--- src/rtl/umr_pkg.sv ---
package umr_pkg;

    localparam int ATTR_W = 4;
    localparam int REG_W  = 2 * ATTR_W;

    typedef struct packed {
        logic rsvd;
        logic cache_en;
        logic wr_en;
        logic rd_en;
    } attr_t;

    typedef struct packed {
        logic dram;
        logic fwd;
        logic cache;
    } route_t;

    typedef enum logic [1:0] {
        MODE_OFF,
        MODE_RO,
        MODE_WO,
        MODE_RW
    } mode_e;

    function automatic mode_e attr_mode(input attr_t a);
        mode_e m;
        unique case ({a.wr_en, a.rd_en})
            2'b00:   m = MODE_OFF;
            2'b01:   m = MODE_RO;
            2'b10:   m = MODE_WO;
            default: m = MODE_RW;
        endcase
        return m;
    endfunction

    function automatic route_t route_access(input logic in_win, input attr_t a,
                                            input logic is_wr, input logic is_code);
        route_t r;
        r = '{dram: 1'b0, fwd: 1'b1, cache: 1'b0};
        if (!in_win) begin
            r = '{dram: 1'b1, fwd: 1'b0, cache: 1'b1};
        end else begin
            unique case (attr_mode(a))
                MODE_OFF: r = '{dram: 1'b0, fwd: 1'b1, cache: 1'b0};
                MODE_RO: begin
                    if (!is_wr) r = '{dram: 1'b1, fwd: 1'b0, cache: a.cache_en & is_code};
                end
                MODE_WO: begin
                    if (is_wr) r = '{dram: 1'b1, fwd: 1'b0, cache: 1'b0};
                end
                MODE_RW: r = '{dram: 1'b1, fwd: 1'b0, cache: a.cache_en};
                default: r = '{dram: 1'b0, fwd: 1'b1, cache: 1'b0};
            endcase
        end
        return r;
    endfunction

endpackage

--- src/rtl/umr_addr_decode.sv ---
module umr_addr_decode #(
    parameter int unsigned ADDR_W    = 32,
    parameter int unsigned REGION_LG = 14,
    parameter int unsigned NUM_REGS  = 8,
    parameter logic [ADDR_W-1:0] WIN_BASE = 'hC0000,
    localparam int unsigned NUM_REGIONS = 2 * NUM_REGS,
    localparam int unsigned IDX_W       = $clog2(NUM_REGIONS)
) (
    input  logic [ADDR_W-1:0] acc_addr,
    output logic              in_win,
    output logic [IDX_W-1:0]  region
);
    localparam logic [ADDR_W-1:0] WIN_BYTES = ADDR_W'(NUM_REGIONS) << REGION_LG;
    localparam logic [ADDR_W-1:0] WIN_LAST  = WIN_BASE + WIN_BYTES - ADDR_W'(1);

    always_comb begin
        in_win = (acc_addr >= WIN_BASE) && (acc_addr <= WIN_LAST);
        region = acc_addr[REGION_LG +: IDX_W];
    end
endmodule

--- src/rtl/umr_attr_bank.sv ---
module umr_attr_bank
    import umr_pkg::*;
#(
    parameter int unsigned NUM_REGS = 8,
    localparam int unsigned NUM_REGIONS = 2 * NUM_REGS,
    localparam int unsigned IDX_W       = $clog2(NUM_REGIONS),
    localparam int unsigned CFG_W       = $clog2(NUM_REGS)
) (
    input  logic             clk,
    input  logic             rst,
    input  logic             cfg_we,
    input  logic [CFG_W-1:0] cfg_idx,
    input  logic [REG_W-1:0] cfg_wdata,
    input  logic [IDX_W-1:0] region,
    output attr_t            attr
);
    logic [REG_W-1:0] bank [NUM_REGS];
    logic [REG_W-1:0] sel;

    always_ff @(posedge clk) begin
        for (int k = 0; k < int'(NUM_REGS); k++) begin
            if (rst) begin
                bank[k] <= '0;
            end else if (cfg_we && (cfg_idx == CFG_W'(k))) begin
                bank[k] <= cfg_wdata;
            end
        end
    end

    always_comb begin
        sel  = bank[region[IDX_W-1:1]];
        attr = region[0] ? attr_t'(sel[REG_W-1:ATTR_W]) : attr_t'(sel[ATTR_W-1:0]);
    end
endmodule

--- src/rtl/umr_resp_reg.sv ---
module umr_resp_reg
    import umr_pkg::*;
(
    input  logic   clk,
    input  logic   rst,
    input  logic   acc_valid,
    input  route_t route_in,
    output logic   rsp_valid,
    output route_t route_q
);
    always_ff @(posedge clk) begin
        if (rst) begin
            rsp_valid <= 1'b0;
            route_q   <= '0;
        end else begin
            rsp_valid <= acc_valid;
            route_q   <= acc_valid ? route_in : '0;
        end
    end
endmodule

--- src/rtl/upper_mem_router.sv ---
module upper_mem_router
    import umr_pkg::*;
#(
    parameter int unsigned ADDR_W    = 32,
    parameter int unsigned REGION_LG = 14,
    parameter int unsigned NUM_REGS  = 8,
    parameter logic [ADDR_W-1:0] WIN_BASE = 'hC0000,
    localparam int unsigned NUM_REGIONS = 2 * NUM_REGS,
    localparam int unsigned IDX_W       = $clog2(NUM_REGIONS),
    localparam int unsigned CFG_W       = $clog2(NUM_REGS)
) (
    input  logic              clk,
    input  logic              rst,
    input  logic              cfg_we,
    input  logic [CFG_W-1:0]  cfg_idx,
    input  logic [REG_W-1:0]  cfg_wdata,
    input  logic              acc_valid,
    input  logic [ADDR_W-1:0] acc_addr,
    input  logic              acc_write,
    input  logic              acc_code,
    output logic              rsp_valid,
    output logic              rsp_dram,
    output logic              rsp_fwd,
    output logic              rsp_cache
);
    logic             in_win;
    logic [IDX_W-1:0] region;
    attr_t            attr;
    route_t           route_now;
    route_t           route_q;

    umr_addr_decode #(
        .ADDR_W(ADDR_W), .REGION_LG(REGION_LG), .NUM_REGS(NUM_REGS), .WIN_BASE(WIN_BASE)
    ) u_dec (
        .acc_addr(acc_addr), .in_win(in_win), .region(region)
    );

    umr_attr_bank #(.NUM_REGS(NUM_REGS)) u_bank (
        .clk(clk), .rst(rst), .cfg_we(cfg_we), .cfg_idx(cfg_idx),
        .cfg_wdata(cfg_wdata), .region(region), .attr(attr)
    );

    always_comb route_now = route_access(in_win, attr, acc_write, acc_code);

    umr_resp_reg u_resp (
        .clk(clk), .rst(rst), .acc_valid(acc_valid), .route_in(route_now),
        .rsp_valid(rsp_valid), .route_q(route_q)
    );

    assign rsp_dram  = route_q.dram;
    assign rsp_fwd   = route_q.fwd;
    assign rsp_cache = route_q.cache;
endmodule

--- config.mk ---
export PLATFORM = sky130hd
export DESIGN_NAME = upper_mem_router
export DESIGN_NICKNAME = d
export VERILOG_FILES = /design/src/rtl/umr_pkg.sv /design/src/rtl/umr_addr_decode.sv /design/src/rtl/umr_attr_bank.sv /design/src/rtl/umr_resp_reg.sv /design/src/rtl/upper_mem_router.sv
export SDC_FILE = /design/constraint.sdc
export NUM_CORES = 1
export LEC_CHECK = 0
export ABC_AREA = 1
export BUFFER_PORTS_ARGS = -buffer_cell sky130_fd_sc_hd__buf_2
export CAP_MARGIN = 20
export CORE_MARGIN = 2
export CORE_UTILIZATION = 52
export CTS_CLUSTER_SIZE = 25
export DETAILED_ROUTE_END_ITERATION = 8
export HOLD_SLACK_MARGIN = 0.1
export PLACE_DENSITY = 0.77
export RECOVER_POWER = 50
export SYNTH_ARGS = -nofsm -noshare
export SYNTH_HDL_FRONTEND = slang
export SYNTH_HIERARCHICAL = 1
export SYNTH_SLANG_ARGS = --single-unit
--- constraint.sdc ---
create_clock -name clk -period 1.6 [get_ports clk]
set_input_delay 0.48 -clock clk [delete_from_list [all_inputs] [get_ports clk]]
set_output_delay 0.48 -clock clk [all_outputs]
set_load 0.01 [all_outputs]
==> metrics.cfg <==
[run_status]
status=complete, no violations

[pwr]
power_w=0.00285
vdd_ir_drop_max_mv=0.450
p_leak_nw=1.50
cellPowerDensity_nw_per_um2=917

[grt]
grt_pass1_wl_mm=9.13
grt-ovfl-total=0
antenna_found_initial=0
grt_max_degree=25
grt_pass1_vias=2099
grt.total_usage_pct=19.6

[final_layout]
layout.nets=422
n_fill_cell=500
final_core_util_pct=57.5
n_antenna_cell=0
area_growth_pct=8.52
drive_gt1_share_pct=16.8
final_cell_count_no_fill=446

[setup_path]
path_class=input port to register
path_depth=5
crit_path_top_delay_cell=nor2_1
endpoint_kind=register
cp.buffers_inverters=2
worst_ep_arrival_time_ns=1.43
startpoint=cfg_idx[2]
path_common_cell=nand2_1
setup.worst_path.start_class=input port
path_max_fanout=7
ff2ff_setup_slack_ns=0.28
path_cells=clkbuf_2 -> buf_12 -> nor2_1 -> nand2_1 -> nand2_1
reg2regPathDepth=11
crit_required_ns=1.60
path_delay_family=simple AND/OR/NAND/NOR gates
worst_path_largest_cell_delay_ns=0.37
cp-endpoint=u_bank/bank[0][1]$_SDFFCE_PN0P_
reg2reg_to=u_resp/route_q[1]$_SDFF_PP0_
r2r-start=u_bank/bank[4][1]$_SDFFCE_PN0P_

[place]
port_buffers=36
detailed_place_hpwl_mm=4.18
dp_cells=438
place.gp.congestion=0.931

[synthesis]
syn_nets=384
netlist_area_um2=2870
netlist_instances=335
avgSynthCellArea_um2=8.55
yosysWarnings=6

[clock_network]
cts_buffer_depth=2
clk_latency_ns=0.31
cts-root-buf=clkbuf_8
cts_tree=yes
path_clk_slew_ns=0.09
cts_sinks=52
cts_max_level=2
cts_made_buffers=5

[timing]
finClkSkew_ns=0.00549
finalSetupViolCount=0
worst_pin_slew_ns=0.595
maxSlewHeadroom_pct=60.1
final.period_utilization_pct=89.7
min_period_ns=1.44
drv_slew=0
rsz0062_at_grt=no
fin_setup_tns_ns=0
fmax_mhz=697
report.final.hold_viol_count=0

[floorplanning]
die_h_um=78.2
rows=27
start_util_pct=53.0
io_pins=53
die_w_um=78.2
core_area_um2=5410
die-area_um2=6120

[hold_path]
min_path_type=input port to register

[route]
num_vias=2187
routedWlPerCell_um=12.8
wl_mm=5.69
drt_iter0_markers=171
avgViaCountPerCell=4.90
drc_errors=0
ant_nets=0
drtPass1Iterations=4

[job]
drv_cap=0

[worst reg2reg max path: cells and delay by family, from the launching register on]
kind | cells | cell delay, ns
flops | 1 | 0.38
simple gates | 9 | 0.76
buf+inv | 2 | 0.12
[power by group]
| group | switching [W] | internal, W |
|---|---|---|
| clock network | 0.000432 | 0.000471 |
| registers | 0.0000213 | 0.00157 |
| logic | 0.000235 | 0.000123 |
[metal layers]
metal	up-vias	routed length, um	track usage (%)
li1	1098	-	-
met3	5	543	3.33
met5	-	0	0
met4	0	58	8.95
met1	994	2250	23.2
met2	90	2840	34.8
[registers in the layout (all words and copies together), names as in the netlist]
register          flops
u_resp/rsp_valid      1
u_bank/bank          48
u_resp/route_q        3
[layout make-up]
cell class	count	area (um^2)	area share [%]
clock buffer	5	68.8	2.21
clock inverter	3	46.3	1.49
inverter	65	259	8.33
multi-input combinational	202	853	27.4
sequential	52	1520	48.9
tap	72	90.1	2.90
timing repair buffer	47	270	8.69
[per-stage QoR]
stage / hold WS [ns] / instance area, um^2 / setup WS (ns)
after floorplan: 0.602 / 2870 / 0.00380
after global placement: 0.715 / 3110 / -0.0823
after detailed placement: 0.720 / 3110 / -0.168
after CTS: 0.405 / 3230 / 0.143
after global routing: 0.420 / 3110 / 0.000281
final: 0.405 / 3110 / 0.165
[placed cells by master, fill, tap and decap left out, types with 3 or more instances in the layout]
cell / instances
clkbuf_8: 5
nand3_1: 45
buf_4: 4
edfxtp_1: 48
buf_2: 33
inv_2: 3
inv_1: 57
dfxtp_1: 4
nor2_1: 62
clkbuf_1: 6
nand2_1: 87
[timing repair]
action,in CTS,in global routing
hold buffers,0,0
setup endpoints to repair,0,3
gates resized for setup,0,1
setup buffers,0,0
[worst min-delay path by stage]
| stage | endpoint | startpoint | cells past startpoint |
|---|---|---|---|
| final | u_resp/rsp_valid$_SDFF_PP0_ | acc_valid | 3 |
| after global routing | u_resp/rsp_valid$_SDFF_PP0_ | acc_valid | 3 |
| after CTS | u_resp/rsp_valid$_SDFF_PP0_ | acc_valid | 3 |
| after detailed placement | u_resp/rsp_valid$_SDFF_PP0_ | acc_valid | 3 |
| after global placement | u_resp/rsp_valid$_SDFF_PP0_ | acc_valid | 3 |
| after floorplan | u_resp/rsp_valid$_SDFF_PP0_ | acc_valid | 2 |
Note: power is estimated with default switching activity, not from simulation.
